**src/rtl/spi_eng_pkg.sv**
```systemverilog
package spi_eng_pkg;

   localparam logic [2:0] ADDR_OPC = 3'd0;
   localparam logic [2:0] ADDR_CNT = 3'd1;
   localparam logic [2:0] ADDR_DAT = 3'd2;
   localparam logic [2:0] ADDR_CTL = 3'd3;
   localparam logic [2:0] ADDR_STA = 3'd4;
   localparam logic [2:0] ADDR_DIV = 3'd5;

   localparam int CTL_START = 0;
   localparam int CTL_PRST  = 1;

   typedef enum logic [1:0] {
      SEQ_IDLE = 2'd0,
      SEQ_OPC  = 2'd1,
      SEQ_XFER = 2'd2
   } seq_state_e;

endpackage

```
**src/rtl/spi_eng_tick.sv**
```systemverilog
module spi_eng_tick #(
   parameter int DIV_W = 4
) (
   input  logic             clk,
   input  logic             rst_n,
   input  logic             run,
   input  logic [DIV_W-1:0] div,
   output logic             tick
);

   generate
      if (DIV_W < 1) begin : g_bad_div
         $error("spi_eng_tick: DIV_W must be at least 1");
      end
   endgenerate

   logic [DIV_W-1:0] cnt_q;

   assign tick = run && (cnt_q == div);

   always_ff @(posedge clk or negedge rst_n) begin
      if (!rst_n) begin
         cnt_q <= '0;
      end else if (!run || tick) begin
         cnt_q <= '0;
      end else begin
         cnt_q <= cnt_q + 1'b1;
      end
   end

   // the counter never runs past the programmed divider value
   a_r12_cnt_bound: assert property (@(posedge clk) disable iff (!rst_n)
      run && $stable(div) && $past(run) |-> cnt_q <= div);

endmodule

```
**src/rtl/spi_eng_shift.sv**
```systemverilog
module spi_eng_shift #(
   parameter int DATA_W = 8
) (
   input  logic              clk,
   input  logic              rst_n,
   input  logic              tick,
   input  logic              load,
   input  logic [DATA_W-1:0] load_data,
   input  logic              miso,
   output logic              sck,
   output logic              mosi,
   output logic              byte_done,
   output logic [DATA_W-1:0] rx_data
);

   localparam int BW = (DATA_W > 1) ? $clog2(DATA_W) : 1;
   localparam logic [BW-1:0] LAST_BIT = BW'(DATA_W - 1);

   generate
      if (DATA_W < 2) begin : g_bad_width
         $error("spi_eng_shift: DATA_W must be at least 2");
      end
   endgenerate

   logic              active_q;
   logic [BW-1:0]     bit_q;
   logic [DATA_W-1:0] out_q;
   logic [DATA_W-1:0] in_q;

   assign mosi    = out_q[DATA_W-1];
   assign rx_data = in_q;

   always_ff @(posedge clk or negedge rst_n) begin
      if (!rst_n) begin
         active_q  <= 1'b0;
         bit_q     <= '0;
         out_q     <= '0;
         in_q      <= '0;
         sck       <= 1'b0;
         byte_done <= 1'b0;
      end else begin
         byte_done <= 1'b0;
         if (load) begin
            active_q <= 1'b1;
            bit_q    <= '0;
            out_q    <= load_data;
            sck      <= 1'b0;
         end else if (tick && active_q) begin
            if (!sck) begin
               sck  <= 1'b1;
               in_q <= {in_q[DATA_W-2:0], miso};
            end else begin
               sck <= 1'b0;
               if (bit_q == LAST_BIT) begin
                  active_q  <= 1'b0;
                  byte_done <= 1'b1;
               end else begin
                  out_q <= {out_q[DATA_W-2:0], 1'b0};
                  bit_q <= bit_q + 1'b1;
               end
            end
         end
      end
   end

   // mode 0, so MOSI may only move while SCK is low
   a_r9_mosi_steady: assert property (@(posedge clk) disable iff (!rst_n)
      sck |-> $stable(mosi));
   // SCK only toggles inside an active byte
   a_r9_sck_active: assert property (@(posedge clk) disable iff (!rst_n)
      $rose(sck) |-> active_q);

endmodule

```
**src/rtl/spi_eng_ring.sv**
```systemverilog
module spi_eng_ring #(
   parameter int DATA_W = 8,
   parameter int PTR_W  = 3
) (
   input  logic              clk,
   input  logic              rst_n,
   input  logic              sw_clr,
   input  logic              sw_adv,
   input  logic              sw_wr,
   input  logic [DATA_W-1:0] sw_wdata,
   output logic [DATA_W-1:0] sw_rdata,
   output logic [PTR_W-1:0]  ptr,
   input  logic              eng_wr,
   input  logic [PTR_W-1:0]  eng_idx,
   input  logic [DATA_W-1:0] eng_wdata,
   input  logic [PTR_W-1:0]  eng_rd_idx,
   output logic [DATA_W-1:0] eng_rdata
);

   localparam int DEPTH = 1 << PTR_W;

   generate
      if (PTR_W < 1 || PTR_W > 6) begin : g_bad_ptr
         $error("spi_eng_ring: PTR_W must be between 1 and 6");
      end
   endgenerate

   logic [DATA_W-1:0] mem_q [DEPTH];

   assign sw_rdata  = mem_q[ptr];
   assign eng_rdata = mem_q[eng_rd_idx];

   // contents carry no reset: the ring is never cleared
   always_ff @(posedge clk) begin
      if (eng_wr) begin
         mem_q[eng_idx] <= eng_wdata;
      end else if (sw_wr) begin
         mem_q[ptr] <= sw_wdata;
      end
   end

   always_ff @(posedge clk or negedge rst_n) begin
      if (!rst_n) begin
         ptr <= '0;
      end else if (sw_clr) begin
         ptr <= '0;
      end else if (sw_adv) begin
         ptr <= ptr + 1'b1;
      end
   end

   // every data-port access steps the pointer by one, wrapping
   a_r4_ptr_step: assert property (@(posedge clk) disable iff (!rst_n)
      sw_adv && !sw_clr |=> ptr == $past(ptr) + 1'b1);
   // a pointer reset leaves the slot under the old pointer intact
   a_r5_clr_keeps: assert property (@(posedge clk) disable iff (!rst_n)
      sw_clr && !sw_wr && !eng_wr |=> mem_q[$past(ptr)] == $past(sw_rdata));
   // engine and software never write the ring in the same cycle
   a_r6_one_writer: assert property (@(posedge clk) disable iff (!rst_n)
      !(eng_wr && sw_wr));

endmodule

```
**src/rtl/spi_cmd_engine.sv**
```systemverilog
module spi_cmd_engine
   import spi_eng_pkg::*;
#(
   parameter int DATA_W  = 8,
   parameter int CNT_W   = 4,
   parameter int PTR_W   = 3,
   parameter int DIV_W   = 4,
   parameter int DIV_RST = 1
) (
   input  logic              clk,
   input  logic              rst_n,
   input  logic [2:0]        reg_addr,
   input  logic              reg_wr,
   input  logic              reg_rd,
   input  logic [DATA_W-1:0] reg_wdata,
   output logic [DATA_W-1:0] reg_rdata,
   output logic              spi_sck,
   output logic              spi_cs_n,
   output logic              spi_mosi,
   input  logic              spi_miso
);

   localparam int IDX_W = CNT_W + 1;
   localparam int PAD_W = DATA_W - 2 - PTR_W;

   generate
      if (2 * CNT_W != DATA_W) begin : g_bad_cnt
         $error("spi_cmd_engine: the count register must hold two CNT_W fields");
      end
      if (PAD_W < 1) begin : g_bad_sta
         $error("spi_cmd_engine: status register too narrow for pointer and flags");
      end
      if (DIV_W >= DATA_W) begin : g_bad_div
         $error("spi_cmd_engine: DIV_W must be narrower than DATA_W");
      end
   endgenerate

   seq_state_e        state_q;
   logic [DATA_W-1:0] opcode_q;
   logic [CNT_W-1:0]  tx_cnt_q, rx_cnt_q;
   logic [DIV_W-1:0]  div_q;
   logic [IDX_W-1:0]  idx_q, nxt_idx, total;
   logic              busy_q, done_q, last;
   logic              wr_ok, start, ptr_clr, sw_wr, sw_adv;
   logic              tick, ld_en, byte_done, eng_wr;
   logic [DATA_W-1:0] ld_data, rx_byte, sw_rdata, eng_rdata;
   logic [PTR_W-1:0]  ptr, eng_rd_idx;

   // register decode
   assign wr_ok   = reg_wr && !busy_q;
   assign start   = wr_ok && (reg_addr == ADDR_CTL) && reg_wdata[CTL_START];
   assign ptr_clr = reg_wr && (reg_addr == ADDR_CTL) && reg_wdata[CTL_PRST];
   assign sw_wr   = wr_ok && (reg_addr == ADDR_DAT);
   assign sw_adv  = sw_wr || (reg_rd && (reg_addr == ADDR_DAT));
   assign total   = {1'b0, tx_cnt_q} + {1'b0, rx_cnt_q};

   always_ff @(posedge clk or negedge rst_n) begin
      if (!rst_n) begin
         opcode_q <= '0;
         tx_cnt_q <= '0;
         rx_cnt_q <= '0;
         div_q    <= DIV_W'(DIV_RST);
      end else if (wr_ok) begin
         case (reg_addr)
            ADDR_OPC: opcode_q <= reg_wdata;
            ADDR_CNT: begin
               tx_cnt_q <= reg_wdata[CNT_W-1:0];
               rx_cnt_q <= reg_wdata[2*CNT_W-1:CNT_W];
            end
            ADDR_DIV: div_q <= reg_wdata[DIV_W-1:0];
            default: ;
         endcase
      end
   end

   always_comb begin
      case (reg_addr)
         ADDR_OPC: reg_rdata = opcode_q;
         ADDR_CNT: reg_rdata = {rx_cnt_q, tx_cnt_q};
         ADDR_DAT: reg_rdata = sw_rdata;
         ADDR_STA: reg_rdata = {done_q, busy_q, {PAD_W{1'b0}}, ptr};
         ADDR_DIV: reg_rdata = {{(DATA_W-DIV_W){1'b0}}, div_q};
         default:  reg_rdata = '0;
      endcase
   end

   // sequencer: next byte selection
   always_comb begin
      nxt_idx    = (state_q == SEQ_OPC) ? '0 : idx_q + 1'b1;
      last       = (nxt_idx == total);
      eng_rd_idx = nxt_idx[PTR_W-1:0];
      ld_en      = 1'b0;
      ld_data    = opcode_q;
      if (state_q == SEQ_IDLE) begin
         ld_en = start;
      end else if (byte_done && !last) begin
         ld_en   = 1'b1;
         ld_data = (nxt_idx < {1'b0, tx_cnt_q}) ? eng_rdata : '1;
      end
   end

   assign eng_wr = (state_q == SEQ_XFER) && byte_done;

   always_ff @(posedge clk or negedge rst_n) begin
      if (!rst_n) begin
         state_q  <= SEQ_IDLE;
         idx_q    <= '0;
         busy_q   <= 1'b0;
         done_q   <= 1'b0;
         spi_cs_n <= 1'b1;
      end else begin
         case (state_q)
            SEQ_IDLE: if (start) begin
               state_q  <= SEQ_OPC;
               busy_q   <= 1'b1;
               done_q   <= 1'b0;
               spi_cs_n <= 1'b0;
            end
            default: if (byte_done) begin
               if (last) begin
                  state_q  <= SEQ_IDLE;
                  busy_q   <= 1'b0;
                  done_q   <= 1'b1;
                  spi_cs_n <= 1'b1;
               end else begin
                  state_q <= SEQ_XFER;
                  idx_q   <= nxt_idx;
               end
            end
         endcase
      end
   end

   spi_eng_tick #(.DIV_W(DIV_W)) u_tick (
      .clk  (clk),
      .rst_n(rst_n),
      .run  (busy_q),
      .div  (div_q),
      .tick (tick)
   );

   spi_eng_shift #(.DATA_W(DATA_W)) u_shift (
      .clk      (clk),
      .rst_n    (rst_n),
      .tick     (tick),
      .load     (ld_en),
      .load_data(ld_data),
      .miso     (spi_miso),
      .sck      (spi_sck),
      .mosi     (spi_mosi),
      .byte_done(byte_done),
      .rx_data  (rx_byte)
   );

   spi_eng_ring #(.DATA_W(DATA_W), .PTR_W(PTR_W)) u_ring (
      .clk       (clk),
      .rst_n     (rst_n),
      .sw_clr    (ptr_clr),
      .sw_adv    (sw_adv),
      .sw_wr     (sw_wr),
      .sw_wdata  (reg_wdata),
      .sw_rdata  (sw_rdata),
      .ptr       (ptr),
      .eng_wr    (eng_wr),
      .eng_idx   (idx_q[PTR_W-1:0]),
      .eng_wdata (rx_byte),
      .eng_rd_idx(eng_rd_idx),
      .eng_rdata (eng_rdata)
   );

   // serial clock pulses only inside the chip-select window
   a_r8_sck_in_frame: assert property (@(posedge clk) disable iff (!rst_n)
      spi_sck |-> !spi_cs_n);
   // end of busy means chip select released and done raised
   a_r8_done_on_end: assert property (@(posedge clk) disable iff (!rst_n)
      $fell(busy_q) |-> done_q && spi_cs_n);
   // the final stored byte precedes the chip-select release
   a_r7_store_then_release: assert property (@(posedge clk) disable iff (!rst_n)
      $rose(spi_cs_n) |-> $past(eng_wr) || ($past(state_q) == SEQ_OPC));
   // opcode and count hold while a transaction runs
   a_r10_regs_hold: assert property (@(posedge clk) disable iff (!rst_n)
      busy_q && reg_wr |=> $stable(opcode_q) && $stable(tx_cnt_q) && $stable(rx_cnt_q));

endmodule

```
**config.mk**
```make
export PLATFORM = sky130hd
export DESIGN_NAME = spi_cmd_engine
export DESIGN_NICKNAME = d
export VERILOG_FILES = /design/src/rtl/spi_eng_pkg.sv /design/src/rtl/spi_eng_tick.sv /design/src/rtl/spi_eng_shift.sv /design/src/rtl/spi_eng_ring.sv /design/src/rtl/spi_cmd_engine.sv
export SDC_FILE = /design/constraint.sdc
export NUM_CORES = 1
export LEC_CHECK = 0
export ABC_CLOCK_PERIOD_IN_PS = 3860
export BUFFER_PORTS_ARGS = -buffer_cell sky130_fd_sc_hd__buf_2
export CAP_MARGIN = 5
export CORE_ASPECT_RATIO = 0.7
export CORE_MARGIN = 1
export CORE_UTILIZATION = 58
export CTS_CLUSTER_DIAMETER = 30
export DETAILED_ROUTE_END_ITERATION = 10
export PLACE_DENSITY = 0.77
export SYNTH_ARGS = -nofsm -noshare
export SYNTH_HDL_FRONTEND = slang
export SYNTH_SLANG_ARGS = --single-unit
```
**constraint.sdc**
```tcl
create_clock -name clk -period 3.86 [get_ports clk]
set_input_delay 0.772 -clock clk [delete_from_list [all_inputs] [get_ports clk]]
set_output_delay 0.772 -clock clk [all_outputs]
set_load 0.02 [all_outputs]
```
==> impl_metrics.json, run 1 <==
{
  "status": "complete, no violations",
  "n_antenna_cell": 0,
  "powerDensity_mw_per_mm2": 666,
  "worstPathRequired_ns": 3.09,
  "final_nets": 540,
  "fmax_mhz": 290,
  "synth_cells": 475,
  "p_int_w": 0.00321,
  "numCtsBuffers": 17,
  "grt_pass1_wl_mm": 24.7,
  "drc_errors": 0,
  "cp_data_arrival_time_ns": 2.67,
  "synth.area.top_cells": "edfxtp_1, dfrtp_1, mux2_2, mux4_2, mux2i_1",
  "cp-start-kind": "register",
  "yosys.area_share.adder": 0.0270,
  "synth_top_area_frac": 0.305,
  "synth-compound-area-share": 0.108,
  "avgSynthCellArea_um2": 13.3,
  "synth.net_count": 504,
  "initial_core_util": 0.602,
  "synth_area_mm2": 0.00631,
  "end_kind": "primary output",
  "clock-sinks": 123,
  "grt_start_max_net_pins": 40,
  "switching_share": 0.333,
  "combPwrFrac": 0.275,
  "drive_above_1_share": 0.282,
  "drtPass1Iterations": 5,
  "ys_seq_area_frac": 0.539,
  "fp.coreArea_mm2": 0.0105,
  "rows": 31,
  "grtUsageTotal": 0.310,
  "ant_nets": 0,
  "fin_crit_ns": 3.44,
  "synth_top_family_by_area": "multiplexers",
  "clock_latency_ns": 0.42,
  "synth_most_common_cell": "edfxtp_1",
  "cts_hold_buf": 0,
  "grt_pass1_vias": 4432,
  "synth_area_leader_cell": "edfxtp_1",
  "cts_resized": 0,
  "path_clk_slew_ns": 0.06,
  "finalHoldViolCount": 0,
  "gp_congestion": 0.858,
  "yosysWarnings": 0,
  "maxSlewHeadroom": 0.312,
  "first_iter_violations": 413,
  "synth-edff-count": 64,
  "synth-simple-area-share": 0.0734,
  "synth-main-ff-cell": "edfxtp_1",
  "area_delta_synth_final_pct": 14.4,
  "async_flop_share": 0.480,
  "path_class": "reg2out",
  "rsz0062_at_grt": "false",
  "synthTopCellsByCount": "edfxtp_1, dfrtp_1, mux2_2, mux2i_1, nor2_1",
  "utilization": 0.689,
  "synthMuxAreaShare": 0.203,
  "finalSetupViolCount": 0,
  "p_clk_frac": 0.328,
  "gr-total-overflow": 0,
  "cts.htree.levels": 4,
  "io_buffers": 26,
  "num_vias": 4390,
  "wl_mm": 16.0,
  "cts_tree": "built",
  "switching_power_w": 0.00160,
  "postCtsSetupBuffers": 0,
  "clk_path_buf_depth": 2,
  "nFillCells": 727,
  "die_area_mm2": 0.0113,
  "ir_drop_v": 0.000371,
  "hpwl_mm": 11.0,
  "leakage_nw": 2.88,
  "hold-worst-slack_ns": 0.460,
  "fin_crit_sh": 0.892,
  "antenna_found_initial": 0,
  "die_h_um": 89.2,
  "fin_tns_setup_ns": 0,
  "die_w_um": 127,
  "tightest_slew_ns": 1.03,
  "p_seq_frac": 0.397,
  "cts_root_buffer": "clkbuf_16",
  "maxCapViolations": 0,
  "critPathMaxFanout": 23,
  "fin_skew_ns": 0.0107,
  "synth_seq_cells": 123,
  "io_pins": 27,
  "viasPerCell": 6.69,
  "synth_xor_area_frac": 0.0208,
  "ys_types": 51,
  "slew_viol_final": 0,
  "holdCritPathClass": "in2async",
  "wire_per_inst_um": 24.3
}
==> critical path, stage by stage, from the launching register on <==
cell      delay (ns)
dfrtp_1         1.02
mux4_2          0.42
mux2i_1         0.25
a211oi_1        0.12
a21oi_1         0.20
nor2_1          0.06
buf_2           0.17
==> power by group through the flow <==
stage	registers (W)	clock network [W]	logic [W]
2_1_floorplan	0.00177	0	0.00104
3_3_place_gp	0.00190	0	0.00126
3_5_place_dp	0.00192	0	0.00130
4_1_cts	0.00190	0.00158	0.00132
5_1_grt	0.00194	0.00164	0.00144
6_report	0.00191	0.00158	0.00132
==> cells by family after synthesis <==
kind of cell,count (synthesis)
fa+ha+maj,13
xor+xnor,15
simple gates,89
compound gates,93
flops,123
mux,98
buf+inv,44
==> per-stage QoR <==
stage               cell area [um^2]  cells  setup slack [ns]  power, W
global placement                6630    624             0.761   0.00316
finish                          7210    656             0.416   0.00481
detailed placement              6630    624             0.688   0.00322
floorplan                       6310    475             0.907   0.00281
CTS                             7210    656             0.436   0.00480
global route                    7210    656             0.343   0.00501
==> metal layers <==
metal,GRT usage,part of all wire,up-vias
met3,0.0987,0.085,30
met1,0.416,0.44,2232
met4,0.134,0.019,0
met2,0.474,0.45,228
met5,0,0,-
li1,-,-,1900
==> cell type report <==
class,instances,area [um^2],share of cell area
clock buffer,17,425,0.0590
clock inverter,15,163,0.0225
inverter,17,63.8,0.00884
multi-input combinational,308,2730,0.379
sequential,123,3400,0.471
tap,132,165,0.0229
timing repair buffer,44,265,0.0368
==> sequential cells by signal (all words and copies together), names as in the netlist, 2 cells and up <==
| signal | flops |
|---|---|
| u_tick.cnt_q | 4 |
| opcode_q | 8 |
| state_q | 2 |
| u_shift.rx_data | 8 |
| u_shift.bit_q | 3 |
| rx_cnt_q | 4 |
| div_q | 4 |
| u_shift.out_q | 8 |
| idx_q | 5 |
| u_ring.ptr | 3 |
| u_ring.mem_q | 64 |
| tx_cnt_q | 4 |
==> placed cells by master (no fill, tap or decap), types with 13 or more instances in the layout <==
cell type / instances
nor2_1: 33
clkbuf_16: 17
o21ai_0: 13
edfxtp_1: 64
buf_4: 18
o211ai_1: 14
mux2_2: 40
buf_2: 26
dfrtp_1: 57
o221ai_1: 14
mux2i_1: 37
mux4_2: 20
inv_1: 16
==> final timing paths <==
check | from | endpoint | slack (ns) | cells after the start
min in group clk | done_q | done_q | 0.48 | 1
max in group asynchronous | rst_n | idx_q[4] | 2.56 | 2
worst min register to register | done_q | done_q | 0.48 | 1
worst min-delay path | rst_n | u_shift.rx_data[4] | 0.46 | 1
worst max register to register | idx_q[1] | u_shift.out_q[2] | 0.55 | 11
worst max-delay path | u_ring.ptr[1] | reg_rdata[4] | 0.42 | 6
No activity file was read; power rests on OpenSTA's default activity.
==> inputs of run 2 (changes only) <==
Settings changed: ABC_CLOCK_PERIOD_IN_PS 3860 to 3380.
Clock period 3.86 ns to 3.38 ns, I/O delays scaled along.
==> impl_metrics.json, run 2 (synthesis gave the netlist of run 1 again) <==
{
  "status": "complete, no violations",
  "gr-total-overflow": 0,
  "drtPass1Iterations": 7,
  "cts_tree": "built",
  "path_clk_slew_ns": 0.06,
  "multi_input_comb_area_mm2": 0.00273,
  "cts_resized": 1,
  "grt_start_max_net_pins": 47,
  "fin_tns_setup_ns": 0,
  "worstPathRequired_ns": 2.70,
  "die_w_um": 127,
  "final_nets": 544,
  "drc_errors": 0,
  "drive_above_1_share": 0.290,
  "ir_drop_v": 0.000451,
  "rows": 31,
  "fp.coreArea_mm2": 0.0105,
  "die_area_mm2": 0.0113,
  "antenna_found_initial": 0,
  "holdCritPathClass": "in2async",
  "wire_per_inst_um": 23.9,
  "wl_mm": 15.8,
  "rsz0062_at_grt": "false",
  "clock_latency_ns": 0.41,
  "cts.htree.levels": 4,
  "setup_ws_ns": 0.214,
  "num_vias": 4395,
  "largest_reg_flops": 64,
  "initial_core_util": 0.602,
  "maxSlewHeadroom": 0.316,
  "hpwl_mm": 10.8,
  "first_iter_violations": 510,
  "cts_root_buffer": "clkbuf_16",
  "regArea_mm2": 0.00340,
  "io_pins": 27,
  "finalSetupViolCount": 0,
  "critPathMaxStageDelay_ns": 0.60,
  "path_buf_inv": 2,
  "finalHoldViolCount": 0,
  "critPathMaxFanout": 11,
  "cp_data_arrival_time_ns": 2.49,
  "path_cells": "buf_4 -> mux4_2 -> mux2i_1 -> o22ai_1 -> buf_2",
  "slew_viol_final": 0,
  "maxCapViolations": 0,
  "grt_pass1_vias": 4379,
  "io_buffers": 26,
  "grt_pass1_wl_mm": 24.4,
  "leakage_nw": 2.91,
  "cts_hold_buf": 0,
  "layout_commonest_cell": "edfxtp_1",
  "grtUsageTotal": 0.304,
  "place_ws_ns": 0.347,
  "die_h_um": 89.2,
  "fmax_mhz": 316,
  "fin_skew_ns": 0.00645,
  "mostFrequentLayoutCells": "edfxtp_1, dfrtp_1, mux2_2",
  "powerDensity_mw_per_mm2": 759,
  "postCtsSetupBuffers": 0,
  "path_class": "reg2out",
  "numCtsBuffers": 17,
  "n_antenna_cell": 0,
  "area_delta_synth_final_pct": 15.1,
  "clk_path_buf_depth": 2,
  "regMostFlops": "u_ring.mem_q",
  "viasPerCell": 6.66,
  "end_kind": "primary output",
  "cp-start-kind": "register",
  "ant_nets": 0,
  "tightest_slew_ns": 1.03,
  "clock-sinks": 123,
  "fin_crit_sh": 0.937,
  "crit_family": "multiplexers",
  "gp_congestion": 0.914,
  "fin_crit_ns": 3.17,
  "cp_slowest_cell": "dfrtp_2",
  "nFillCells": 700
}
[run 2: changes by cell type in the layout (fill, tap and decap cells not counted), sizes merged]
cell | before | now
inv | 21 | 23
bufinv | 2 | 0
clkinvlp | 2 | 1
clkbuf | 17 | 21
clkinv | 7 | 4
buf | 44 | 48
[run 2: worst paths after layout]
check | slack [ns] | cells past startpoint | from | to
max | 0.21 | 5 | u_ring.ptr[0] | reg_rdata[2]
min | 0.43 | 1 | rst_n | u_tick.cnt_q[1]
max reg2reg | 0.26 | 8 | tx_cnt_q[0] | u_shift.rx_data[3]
min reg2reg | 0.50 | 1 | done_q | done_q
max in group asynchronous | 2.12 | 2 | rst_n | idx_q[0]
min in group clk | 0.50 | 1 | done_q | done_q
[run 2: area by class of cell]
type / instances / share of cell area
timing repair buffer: 48 / 0.0407
clock buffer: 21 / 0.0695
tap: 132 / 0.0228
sequential: 123 / 0.469
clock inverter: 11 / 0.0129
inverter: 17 / 0.00879
multi-input combinational: 308 / 0.376
[run 2: metrics by stage]
stage          cells  hold slack [ns]  area, um^2   util  power, W
2_1_floorplan    475            0.380        6310      -   0.00321
4_1_cts          660            0.463        7260  0.693   0.00550
5_1_grt          660            0.497        7260  0.693   0.00572
6_report         660            0.434        7260  0.693   0.00550
3_3_place_gp     628            0.474        6660  0.636   0.00363
3_5_place_dp     628            0.483        6660  0.636   0.00369
[run 2: worst reg2reg max path, cell delays in order (launching register included)]
cell       delay [ns]
dfrtp_1          0.42
ha_1             0.24
fa_1             0.53
nor2_1           0.05
and4_1           0.18
o311ai_0         0.52
a2111oi_4        0.16
o21ai_2          0.50
mux2_2           0.40
[run 2: where the power goes]
group / internal [W] / switching [W]
combinational: 0.000744 / 0.000825
sequential: 0.00184 / 0.000299
clock: 0.00109 / 0.000708
total: 0.00367 / 0.00183
[run 2: per-layer routing]
layer | track usage | part of all wire | vias up | wire, um
met4 | 0.0975 | 0.019 | 0 | 300
met2 | 0.456 | 0.44 | 245 | 6940
met1 | 0.426 | 0.43 | 2196 | 6830
met5 | 0 | 0 | - | 0
met3 | 0.0975 | 0.11 | 33 | 1710
li1 | - | - | 1921 | -
==> inputs of run 3 (changes only) <==
Settings changed: CORE_MARGIN 1 to 4.
==> impl_metrics.json, run 3 (synthesis gave the netlist of run 1 again) <==
{
  "status": "complete, no violations",
  "cts_hold_buf": 0,
  "initial_core_util": 0.602,
  "critPathMaxFanout": 8,
  "antenna_found_initial": 0,
  "cts_root_buffer": "clkbuf_16",
  "place_ws_ns": 0.230,
  "die_w_um": 133,
  "fin_tns_setup_ns": 0,
  "final_nets": 542,
  "cp-start-kind": "register",
  "clock-sinks": 123,
  "cts.htree.levels": 4,
  "numCtsBuffers": 17,
  "finalSetupViolCount": 0,
  "clock_latency_ns": 0.42,
  "layoutNonFillerInstCount": 658,
  "clk_path_buf_depth": 2,
  "fin_skew_ns": 0.00982,
  "wl_mm": 16.1,
  "n_antenna_cell": 0,
  "gr-total-overflow": 0,
  "cts_resized": 0,
  "grt_pass1_vias": 4404,
  "rsz0062_at_grt": "false",
  "maxCapViolations": 0,
  "cp_data_arrival_time_ns": 3.51,
  "slew_viol_final": 0,
  "numPlacedInstances": 626,
  "hpwl_mm": 11.0,
  "grt_pass1_wl_mm": 25.4,
  "die_area_mm2": 0.0126,
  "fin_crit_ns": 3.21,
  "num_vias": 4402,
  "gp_congestion": 0.914,
  "maxSlewHeadroom": 0.282,
  "cts_tree": "built",
  "grt_start_max_net_pins": 49,
  "first_iter_violations": 525,
  "setup_ws_ns": 0.167,
  "area_delta_synth_final_pct": 15.3,
  "rows": 31,
  "path_class": "reg2reg",
  "layout_commonest_cell": "edfxtp_1",
  "regMostFlops": "u_ring.mem_q",
  "power_w": 0.00562,
  "ant_nets": 0,
  "end_kind": "register",
  "drc_errors": 0,
  "powerDensity_mw_per_mm2": 773,
  "nFillCells": 704,
  "ir_drop_v": 0.000509,
  "drtPass1Iterations": 5,
  "finalHoldViolCount": 0,
  "io_buffers": 26,
  "die_h_um": 95.2,
  "postCtsSetupBuffers": 0,
  "tightest_slew_ns": 1.08,
  "largest_reg_flops": 64,
  "path_clk_slew_ns": 0.06,
  "io_pins": 27,
  "wire_per_inst_um": 24.5,
  "leakage_nw": 2.91,
  "mostFrequentLayoutCells": "edfxtp_1, dfrtp_1, mux2_2",
  "fmax_mhz": 311,
  "fin_crit_sh": 0.951,
  "worstPathRequired_ns": 3.68,
  "drive_above_1_share": 0.287,
  "viasPerCell": 6.69,
  "grtUsageTotal": 0.272,
  "holdCritPathClass": "in2async",
  "fp.coreArea_mm2": 0.0105
}
==> run 3: cell count changes in the layout (fill, tap and decap cells not counted) <==
| cell | change |
|---|---|
| bufinv_16 | +3 |
| buf_4 | -3 |
| clkbuf_1 | -1 |
| inv_6 | -2 |
| buf_12 | +1 |
| clkbuf_16 | -3 |
| dfrtp_1 | +1 |
| dfrtp_2 | -1 |
| clkinv_2 | +1 |
| clkinv_4 | +2 |
==> run 3: critical path, cell delays in order (launching register included) <==
cell and delay (ns):
dfrtp_1 0.41, ha_1 0.24, fa_1 0.54, nor2_1 0.05, and4_1 0.18, o311ai_0 0.63
a2111oi_4 0.17, o21ai_2 0.47, mux2_2 0.40
==> run 3: cell type report <==
type / count / area, um^2 / area share
clock buffers: 17 / 425 / 0.0585
clock inverters: 15 / 189 / 0.0260
inverters: 17 / 63.8 / 0.00878
multi-input cells: 308 / 2730 / 0.376
flip-flops and latches: 123 / 3400 / 0.468
well taps: 132 / 165 / 0.0227
repair buffers: 46 / 293 / 0.0403
==> run 3: through the flow <==
stage | cell area [um^2] | hold slack, ns | utilization
global placement | 6650 | 0.463 | 0.635
floorplan | 6310 | 0.380 | -
global route | 7270 | 0.484 | 0.694
finish | 7270 | 0.454 | 0.694
CTS | 7270 | 0.473 | 0.694
detailed placement | 6650 | 0.474 | 0.635
==> run 3: metal layers <==
| layer | global-route usage | up-vias | wire (um) | part of all wire |
|---|---|---|---|---|
| li1 | - | 1913 | - | - |
| met1 | 0.396 | 2217 | 7100 | 0.44 |
| met2 | 0.413 | 243 | 7330 | 0.45 |
| met3 | 0.0580 | 29 | 1450 | 0.090 |
| met4 | 0.0926 | 0 | 238 | 0.015 |
| met5 | 0 | - | 0 | 0 |
==> run 3: path summary, 6_finish.rpt <==
check	cells after the start	start	slack, ns	to
worst max register to register	8	tx_cnt_q[0]	0.17	u_shift.rx_data[4]
worst min register to register	1	spi_cs_n	0.51	spi_cs_n
min in group clk	2	spi_miso	0.49	u_shift.rx_data[0]
max in group asynchronous	2	rst_n	2.14	u_shift.sck
worst max-delay path	8	tx_cnt_q[0]	0.17	u_shift.rx_data[4]
worst min-delay path	1	rst_n	0.45	u_shift.rx_data[5]
==> run 3: report_power, final <==
group / internal (W) / switching [W] / total (W)
clock network: 0.00117 / 0.000719 / 0.00189
logic: 0.000745 / 0.000829 / 0.00157
registers: 0.00184 / 0.000310 / 0.00215
total: 0.00376 / 0.00186 / 0.00562
